==> src/rtl/hzc_pkg.sv <==
package hzc_pkg;
   localparam int OPW = 6;
   localparam int FNW = 6;

   localparam logic [OPW-1:0] OP_RTYPE = 6'b000000;
   localparam logic [OPW-1:0] OP_JUMP  = 6'b000010;
   localparam logic [OPW-1:0] OP_BEQ   = 6'b000100;
   localparam logic [OPW-1:0] OP_ADDI  = 6'b001000;
   localparam logic [OPW-1:0] OP_LOAD  = 6'b100011;
   localparam logic [OPW-1:0] OP_STORE = 6'b101011;

   localparam logic [FNW-1:0] FN_SHL = 6'b000000;
   localparam logic [FNW-1:0] FN_SHR = 6'b000010;

   typedef enum logic [1:0] {
      SRC_RF  = 2'b00,
      SRC_WB  = 2'b01,
      SRC_MEM = 2'b10
   } fwd_src_e;

   typedef struct packed {
      logic reads_rs;
      logic reads_rt;
      logic is_beq;
      logic is_jump;
   } id_dec_t;
endpackage

==> src/rtl/hzc_decode.sv <==
module hzc_decode
   import hzc_pkg::*;
(
   input  logic [OPW-1:0] op,
   input  logic [FNW-1:0] funct,
   output id_dec_t        dec
);
   logic rtype, shift;

   always_comb begin
      rtype        = (op == OP_RTYPE);
      shift        = rtype && ((funct == FN_SHL) || (funct == FN_SHR));
      dec.is_beq   = (op == OP_BEQ);
      dec.is_jump  = (op == OP_JUMP);
      dec.reads_rs = (rtype && !shift) || (op == OP_LOAD) || (op == OP_STORE)
                     || (op == OP_ADDI) || dec.is_beq;
      dec.reads_rt = rtype || (op == OP_STORE) || dec.is_beq;
   end
endmodule

==> src/rtl/hzc_fwd_sel.sv <==
module hzc_fwd_sel
   import hzc_pkg::*;
#(
   parameter int RA = 5
)(
   input  logic [RA-1:0] src,
   input  logic [RA-1:0] mem_dst,
   input  logic          mem_wen,
   input  logic [RA-1:0] wb_dst,
   input  logic          wb_wen,
   output logic [1:0]    sel
);
   fwd_src_e pick;
   logic     mem_hit, wb_hit;

   always_comb begin
      mem_hit = mem_wen && (mem_dst != '0) && (mem_dst == src);
      wb_hit  = wb_wen  && (wb_dst  != '0) && (wb_dst  == src);
      if (mem_hit)     pick = SRC_MEM;
      else if (wb_hit) pick = SRC_WB;
      else             pick = SRC_RF;
      sel = pick;
   end

   always_comb begin : p_chk
      if (src == '0)
         AST_ZERO_NOT_FORWARDED: assert (sel == 2'b00) else $error("reg0 forwarded");
      AST_SEL_ENCODING: assert (sel != 2'b11) else $error("illegal select");
      if (sel == 2'b01)
         AST_MEM_BEFORE_WB: assert (!(mem_wen && mem_dst == src)) else $error("WB chosen over MEM");
   end
endmodule

==> src/rtl/hzc_stall.sv <==
module hzc_stall
   import hzc_pkg::*;
#(
   parameter int RA        = 5,
   parameter bit BR_FWD_EN = 1'b1
)(
   input  id_dec_t       id_dec,
   input  logic [RA-1:0] id_rs,
   input  logic [RA-1:0] id_rt,
   input  logic          ex_is_load,
   input  logic [RA-1:0] ex_dst,
   input  logic          ex_wen,
   input  logic          mem_is_load,
   input  logic [RA-1:0] mem_dst,
   input  logic          mem_wen,
   output logic          cmp_a_sel,
   output logic          cmp_b_sel,
   output logic          stall
);
   logic ex_live, mem_live;
   logic ex_hit_rs, ex_hit_rt, mem_hit_rs, mem_hit_rt;
   logic load_use, beq_ex, beq_mem;

   always_comb begin
      ex_live    = ex_wen  && (ex_dst  != '0);
      mem_live   = mem_wen && (mem_dst != '0);
      ex_hit_rs  = ex_live  && id_dec.reads_rs && (ex_dst == id_rs);
      ex_hit_rt  = ex_live  && id_dec.reads_rt && (ex_dst == id_rt);
      mem_hit_rs = mem_live && (mem_dst == id_rs);
      mem_hit_rt = mem_live && (mem_dst == id_rt);
      load_use   = ex_is_load && (ex_hit_rs || ex_hit_rt);
      beq_ex     = id_dec.is_beq && (ex_hit_rs || ex_hit_rt);
   end

   generate
      if (BR_FWD_EN) begin : g_br_fwd
         always_comb begin
            beq_mem   = id_dec.is_beq && mem_is_load && (mem_hit_rs || mem_hit_rt);
            cmp_a_sel = mem_hit_rs && !mem_is_load;
            cmp_b_sel = mem_hit_rt && !mem_is_load;
         end
      end else begin : g_br_wait
         always_comb begin
            beq_mem   = id_dec.is_beq && (mem_hit_rs || mem_hit_rt);
            cmp_a_sel = 1'b0;
            cmp_b_sel = 1'b0;
         end
      end
   endgenerate

   assign stall = load_use || beq_ex || beq_mem;

   always_comb begin : p_chk
      if (cmp_a_sel || cmp_b_sel)
         AST_CMP_NOT_FROM_LOAD: assert (!mem_is_load) else $error("compare fed by load");
      if (id_dec.is_beq && mem_is_load && mem_wen && mem_dst != '0 && mem_dst == id_rs)
         AST_BEQ_LOAD_MEM_STALL: assert (stall) else $error("beq behind load not held");
   end
endmodule

==> src/rtl/pipe_hazard_ctl.sv <==
module pipe_hazard_ctl
   import hzc_pkg::*;
#(
   parameter int RA        = 5,
   parameter bit BR_FWD_EN = 1'b1
)(
   input  logic [5:0]    id_op,
   input  logic [RA-1:0] id_rs,
   input  logic [RA-1:0] id_rt,
   input  logic [5:0]    id_funct,
   input  logic [5:0]    ex_op,
   input  logic [RA-1:0] ex_rs,
   input  logic [RA-1:0] ex_rt,
   input  logic [RA-1:0] ex_dst,
   input  logic          ex_wen,
   input  logic [5:0]    mem_op,
   input  logic [RA-1:0] mem_dst,
   input  logic          mem_wen,
   input  logic [RA-1:0] wb_dst,
   input  logic          wb_wen,
   input  logic          cmp_equal,
   output logic [1:0]    fwd_a_sel,
   output logic [1:0]    fwd_b_sel,
   output logic          cmp_a_sel,
   output logic          cmp_b_sel,
   output logic          stall,
   output logic          br_taken,
   output logic          jump_go
);
   localparam int NOPND = 2;

   generate
      if (RA < 1 || RA > 8) begin : g_bad_ra
         $error("RA must lie in 1..8");
      end
      if (OPW != 6 || FNW != 6) begin : g_bad_op
         $error("opcode and function fields must be 6 bits");
      end
   endgenerate

   id_dec_t       dec;
   logic          ex_is_load, mem_is_load;
   logic [RA-1:0] ex_src [NOPND];
   logic [1:0]    ex_sel [NOPND];

   hzc_decode i_dec (
      .op    (id_op),
      .funct (id_funct),
      .dec   (dec)
   );

   assign ex_is_load  = (ex_op  == OP_LOAD);
   assign mem_is_load = (mem_op == OP_LOAD);
   assign ex_src[0]   = ex_rs;
   assign ex_src[1]   = ex_rt;

   generate
      for (genvar k = 0; k < NOPND; k++) begin : g_opnd
         hzc_fwd_sel #(.RA(RA)) i_sel (
            .src     (ex_src[k]),
            .mem_dst (mem_dst),
            .mem_wen (mem_wen),
            .wb_dst  (wb_dst),
            .wb_wen  (wb_wen),
            .sel     (ex_sel[k])
         );
      end
   endgenerate

   assign fwd_a_sel = ex_sel[0];
   assign fwd_b_sel = ex_sel[1];

   hzc_stall #(.RA(RA), .BR_FWD_EN(BR_FWD_EN)) i_stall (
      .id_dec      (dec),
      .id_rs       (id_rs),
      .id_rt       (id_rt),
      .ex_is_load  (ex_is_load),
      .ex_dst      (ex_dst),
      .ex_wen      (ex_wen),
      .mem_is_load (mem_is_load),
      .mem_dst     (mem_dst),
      .mem_wen     (mem_wen),
      .cmp_a_sel   (cmp_a_sel),
      .cmp_b_sel   (cmp_b_sel),
      .stall       (stall)
   );

   assign br_taken = dec.is_beq && cmp_equal && !stall;
   assign jump_go  = dec.is_jump;

   always_comb begin : p_chk
      if (id_op == OP_JUMP)
         AST_JUMP_NEVER_STALLS: assert (!stall) else $error("jump stalled");
      if (ex_op == OP_LOAD && ex_wen && ex_dst != '0 && id_op == OP_LOAD && ex_dst == id_rs)
         AST_LOAD_USE_HELD: assert (stall) else $error("load-use missed");
   end
endmodule

==> config.mk <==
export PLATFORM = sky130hd
export DESIGN_NAME = pipe_hazard_ctl
export DESIGN_NICKNAME = d
export VERILOG_FILES = /design/src/rtl/hzc_pkg.sv /design/src/rtl/hzc_decode.sv /design/src/rtl/hzc_fwd_sel.sv /design/src/rtl/hzc_stall.sv /design/src/rtl/pipe_hazard_ctl.sv
export SDC_FILE = /design/constraint.sdc
export NUM_CORES = 1
export LEC_CHECK = 0
export ABC_AREA = 1
export BUFFER_PORTS_ARGS = -buffer_cell sky130_fd_sc_hd__clkbuf_2
export CAP_MARGIN = 40
export CORE_UTILIZATION = 39
export DETAILED_ROUTE_END_ITERATION = 6
export GPL_TIMING_DRIVEN = 0
export PLACE_DENSITY = 0.81
export REMOVE_ABC_BUFFERS = 1
export SLEW_MARGIN = 20
export SYNTH_ARGS = -nofsm -noshare
export SYNTH_HDL_FRONTEND = slang
export SYNTH_HIERARCHICAL = 1
export SYNTH_SLANG_ARGS = --single-unit
export TNS_END_PERCENT = 5
==> constraint.sdc <==
create_clock -name vclk -period 1.2
set_input_delay 0.24 -clock vclk [all_inputs]
set_output_delay 0.24 -clock vclk [all_outputs]
set_load 0.02 [all_outputs]
Yosys cells after proc, flatten, opt, wreduce, memory -nomap -nowiden
Cells that the tools add are included.
- bits in registers: 0
- logic and storage cells: 62
- equality and inequality tests: 16
- muxes and demuxes: 4
- reductions and logical operators: 42
- operator list (cell ; number):
    $eq 5x5->1 ; 8
    $eq 6x6->1 const B ; 4
    $logic_and 1x1->1 ; 23
    $reduce_bool 5->1 ; 3
    $eq 6x2->1 const B ; 2
    $logic_not 6->1 ; 2
    $logic_or 1x1->1 ; 11
    $eq 6x3->1 const B ; 1
    $eq 6x4->1 const B ; 1
    $mux 2 ; 2
    $logic_not 1->1 ; 3
    $mux 1 ; 2

Logic depth before layout (Yosys ltp)
Gate-level depths: netlist (run 1).
- word-level depth: 17
- mapped depth: 13
- depth with buffers taken out: 13

Modules after synthesis
The synthesis (run 1) kept the hierarchy.
- modules (own cells, without submodules) (module ; instances ; cells each ; area an instance (um^2) ; sequential area each (um^2)):
    hzc_fwd_sel ; 2 ; 51 ; 221.5 ; 0.0
    hzc_stall ; 1 ; 76 ; 366.6 ; 0.0
    hzc_decode ; 1 ; 24 ; 110.1 ; 0.0
    pipe_hazard_ctl ; 1 ; 16 ; 65.1 ; 0.0

Least setup slack after synthesis (run 1)
No wires, ideal clock.
- path kind: input port to output port
- from: input id_funct[3]
- to: output br_taken
- arrival: 1.323 ns
- required time: 0.960 ns
- slack: -0.363 ns
- stages: 13
- buffers on the path: 0
- cell sequence: nor2_1 > nand3_1 > nand2_1 > nand2_1 > nand2_1 > nand2_1 > o21ai_0 > nor2_1 > nand3_1 > nand2_1 > nand2_1 > nand2_1 > nor2_1
- RTL lines (what ; RTL line ; text):
    start: declaration ; pipe_hazard_ctl.sv:10 ; input logic [5:0] id_funct,
    end: declaration ; pipe_hazard_ctl.sv:27 ; output logic br_taken,

==> results of run 1 <==
==> metal layers <==
layer  share of wire  vias to the layer above
li1                -                      794
met1            0.42                      581
met2            0.51                       52
met3           0.065                        2
met4          0.0076                        0
met5               0                        -
==> cells in the mapped netlist (all sizes together) <==
library cell,number,area share
nor4,1,0.013
o22ai,1,0.0064
nand2,75,0.29
o21ai,9,0.046
o211ai,1,0.0076
a21boi,2,0.015
nor3b,1,0.0076
a21oi,3,0.015
or2,1,0.0064
inv,45,0.17
nand3b,1,0.0076
xnor2,3,0.027
buf,2,0.015
xor2,10,0.089
nand3,15,0.076
nand4,2,0.013
nor2,46,0.19
==> how the worst max path moves through the flow <==
stage                      from        to
floorplan           id_funct[3]  br_taken
finish                 id_op[5]  br_taken
detailed placement     id_op[0]  br_taken
CTS                    id_op[0]  br_taken
global route        id_funct[0]  br_taken
global placement       id_op[0]  br_taken
==> logic make-up after synthesis <==
| family | after synthesis | share of synthesized area |
|---|---|---|
| AND/OR/NAND/NOR | 142 | 0.6074 |
| buffers and inverters | 47 | 0.1868 |
| AO/OA/AOI/OAI | 16 | 0.09021 |
| XOR/XNOR | 13 | 0.1156 |
==> metrics by stage <==
step,total power (W),util,instances
finish,0.0004011,0.6324,317
global placement,0.0003656,0.5920,315
floorplan,0.0001916,-,216
CTS,0.0003954,0.6242,316
detailed placement,0.0003715,0.5920,315
global route,0.0004516,0.6324,317
==> area by class of cell <==
type / count / area (um^2) / share of cell area
inverter: 45 / 168.9 / 0.1163
multi-input combinational: 171 / 823.3 / 0.5668
timing repair buffer: 73 / 425.4 / 0.2929
tap: 28 / 35.03 / 0.02412
==> what timing repair did <==
action | in CTS | in global routing
setup buffers | 1 | 1
pin swaps | 11 | 13
endpoints found under the setup margin | 8 | 9
resized for setup | 19 | 13
==> report_power, final <==
group / total (W) / internal (W) / switching (W)
combinational: 0.000401 / 0.000186 / 0.000215
clock: 0 / 0 / 0
sequential: 0 / 0 / 0
==> impl_metrics.csv, run 1 <==
group,metric,value,unit
global_routing,globalRoute.totalOverflow,0,
die,rows,17,
drt,first_iter_violations,19,
global_routing,grt.busiest_layer,"met2",
drt,routed_wl,2772,um
die,die_y,52.25,um
sta,drv_slew,0,
worst_setup_path,critical-path-top-delay-family,"buffers and inverters",
final_layout,nClkBuffers,0,
sta,worst_pin_slew,0.1861,ns
worst_setup_path,crit_path_cell_trace,"clkbuf_2 -> nor2_2 -> nand4_1 -> buf_4 -> inv_1 -> o211ai_1 -> inv_1 -> nand2_1 -> nand2_1 -> nor2_1 -> buf_4",
die,num_io_pins,72,
final_layout,final_common_cell,"nand2_1",
sta,report.final.hold_viol_count,0,
logic_synthesis,ys_seq_area_frac,0,
worst_setup_path,path_max_fanout,3,
global_routing,grt_pass1_vias,1190,
final_layout,drive_above_1_share,0.3218,
die,core,2297,um^2
sta,maxSlewHeadroom,0.8754,
drt,ant_nets,0,
final_layout,design.seq.count,0,
global_routing,grt_max_degree,11,
worst_setup_path,cp.required,0.96,ns
drt,vias,1429,
final_layout,nets,354,
sta,final.setup.tns,-1.234,ns
drt,viasPerCell,4.508,
global_routing,grtUsageMet3,0.01159,
drt,drc,0,
clocking,cts_hold_buf,0,
sta,rsz0062_at_grt,"yes",
sta,finalSetupViolations,8,
worst_setup_path,path_buf_inv,5,
outcome,outcome,"complete, but fails checks",
drt,avgRoutedWirePerCell,8.744,um
die,die-area,2730,um^2
logic_synthesis,synth.distinct_cells,21,
power_and_ir_drop,vdd_drop_max,147.9,uV
placement,hpwlAfterDp,2312,um
power_and_ir_drop,p_per_area,276.1,nW/um^2
global_routing,track_usage,0.1971,
sta,period_share,1.315,
hold_path,hold_path_depth,3,
hold_path,hp-class,"input pin to output pin",
die,die_w,52.25,um
global_routing,grt_pass1_wl,4305,um
placement,pre_cts_ws,-0.4221,ns
sta,period_minus_slack,1.578,ns
logic_synthesis,synth_warnings,6,
outcome,violations,"setup timing",
logic_synthesis,syn-instance-count,218,
die,start_util,0.4286,
placement,portBuffers,71,
final_layout,n_antenna_cell,0,
worst_setup_path,worst_ep_arrival_time,1.34,ns
worst_setup_path,cpPeakStageDelay,0.15,ns
final_layout,fillers,250,
final_layout,seq_area,0,um^2
global_routing,antenna_found_initial,0,
placement,placed_area,1360,um^2
final_layout,area_delta_synth_final,47.52,%
placement,gp_congestion,0.8276,
final_layout,stdcell_area,1453,um^2
worst_setup_path,critPathKind,"input pin to output pin",
final_layout,final_cell_mix,"nand2_1 (72), clkbuf_2 (55), inv_1 (40)",
hold_path,whs_endpoint,"jump_go",
worst_setup_path,slowest_stage,"nor2_2",
hold_path,hp-start,"id_op[3]",
sta,whs,0.7529,ns
sta,timing.final.ws_setup,-0.3777,ns
worst_setup_path,crit_path_start_kind,"input pin",
global_routing,grt_util_met1,0.2151,
run,max-cap-violations,0,
drt,first_pass_iters,4,
global_routing,grt_use_met2,0.4167,
power_and_ir_drop,leakagePower,0.9820,nW
logic_synthesis,syn_area_per_cell,4.517,um^2
worst_setup_path,crit_path_end_kind,"output pin",
worst_setup_path,path_depth,11,
sta,fmax,633.8,MHz
logic_synthesis,syn_area,984.7,um^2
(Power assumes the default switching activity.)
==> inputs of run 2 (changes only) <==
CORE_UTILIZATION = 40   (was 39)
PLACE_DENSITY = 0.79   (was 0.81)
TNS_END_PERCENT = default   (was 5)
clock period = 1.7 ns   (was 1.2 ns; I/O delays follow)
==> impl_metrics.csv, run 2 (synthesis results as in run 1) <==
group,metric,value,unit
die,start_util,0.4327,
final_layout,seq_area,0,um^2
global_routing,grt_pass1_wl,4347,um
die,die_y,51.62,um
die,core,2276,um^2
worst_setup_path,cp.required,1.36,ns
sta,timing.final.ws_setup,-0.01770,ns
sta,period_share,1.010,
global_routing,globalRoute.totalOverflow,0,
worst_setup_path,crit_path_start_kind,"input pin",
clocking,cts_hold_buf,0,
power_and_ir_drop,vdd_drop_max,109.4,uV
die,die-area,2664,um^2
power_and_ir_drop,p_per_area,196.9,nW/um^2
worst_setup_path,worst_ep_arrival_time,1.38,ns
placement,gp_congestion,0.8180,
global_routing,grt_max_degree,11,
drt,avgRoutedWirePerCell,8.677,um
final_layout,n_antenna_cell,0,
worst_setup_path,path_max_fanout,3,
final_layout,fillers,244,
die,die_w,51.62,um
outcome,outcome,"complete, but fails checks",
final_layout,drive_above_1_share,0.3264,
sta,report.final.hold_viol_count,0,
drt,routed_wl,2742,um
final_layout,design.seq.count,0,
outcome,violations,"setup timing",
die,num_io_pins,72,
placement,dpl.cell_count,315,
run,max-cap-violations,0,
die,rows,17,
drt,first_iter_violations,16,
sta,worst_pin_slew,0.2349,ns
final_layout,area_delta_synth_final,46.51,%
placement,hpwlAfterDp,2277,um
final_layout,nets,353,
final_layout,final_cell_mix,"nand2_1 (72), clkbuf_2 (65), inv_1 (40)",
sta,rsz0062_at_grt,"yes",
power_and_ir_drop,leakagePower,0.9681,nW
drt,vias,1425,
sta,fmax,582.2,MHz
global_routing,grt_pass1_vias,1151,
sta,finalSetupViolations,1,
final_layout,nClkBuffers,0,
global_routing,antenna_found_initial,0,
placement,portBuffers,71,
final_layout,fin_util,0.6339,
drt,ant_nets,0,
sta,maxSlewHeadroom,0.8421,
drt,drc,0,
sta,drv_slew,0,
drt,viasPerCell,4.509,
worst_setup_path,critPathKind,"input pin to output pin",
final_layout,final_common_cell,"nand2_1",
sta,period_minus_slack,1.718,ns
worst_setup_path,crit_path_end_kind,"output pin",
hold_path,hp-class,"input pin to output pin",
drt,first_pass_iters,6,
final_layout,instances_no_fill,316,
final_layout,multi_input_area,835.8,um^2
global_routing,track_usage,0.2019,
## run 2: worst max-delay path, cell delays in order
cell,delay (ns)
clkbuf_8,0.12
nand2_2,0.05
inv_2,0.03
o21ai_1,0.10
inv_1,0.05
nand2_1,0.06
nand2_1,0.04
o21ai_1,0.07
nor2_1,0.05
nand3_1,0.05
nand2_1,0.06
nand2_1,0.05
nand2_1,0.06
nor2_1,0.10
buf_4,0.14
## run 2: cell type report
type	count	share of cell area
inverters	45	0.1171
repair buffers	72	0.2793
multi-input cells	171	0.5794
well taps	28	0.02428
## run 2: path summary, 6_finish.rpt
| kind | cells past startpoint | slack, ns | start | end |
|---|---|---|---|---|
| setup / recovery | 15 | -0.02 | id_op[1] | br_taken |
| hold / removal | 3 | 0.96 | id_op[0] | jump_go |
## run 2: per-layer routing
| metal | global-route usage | vias to the layer above | wire [um] |
|---|---|---|---|
| met3 | 0.008772 | 0 | 146 |
| met5 | 0 | - | 0 |
| met4 | 0.004505 | 0 | 0 |
| met2 | 0.4394 | 40 | 1444 |
| met1 | 0.2170 | 590 | 1151 |
| li1 | - | 795 | - |
## run 2: what timing repair did
action,in CTS,in global routing
pin swaps,12,13
setup buffers,0,1
resized for setup,11,10
setup endpoints to repair,2,2
## run 2: per-stage QoR
step | total power [W] | hold slack, ns | cell area, um^2 | TNS (ns) | setup slack (ns)
after floorplan | 0.0001353 | 0.7323 | 969.7 | -0.06302 | -0.06302
after global placement | 0.0002588 | 0.9715 | 1360 | -0.2161 | -0.1195
after detailed placement | 0.0002626 | 0.9730 | 1360 | -0.2453 | -0.1344
after CTS | 0.0002733 | 0.9752 | 1404 | -0.07955 | -0.06702
after global routing | 0.0003200 | 0.9685 | 1443 | -0.2043 | -0.1227
final | 0.0002841 | 0.9591 | 1443 | -0.01770 | -0.01770
## run 2: report_power, final
group | total [W] | internal (W) | switching [W]
clock | 0 | 0 | 0
combinational | 0.000284 | 0.000129 | 0.000155
sequential | 0 | 0 | 0
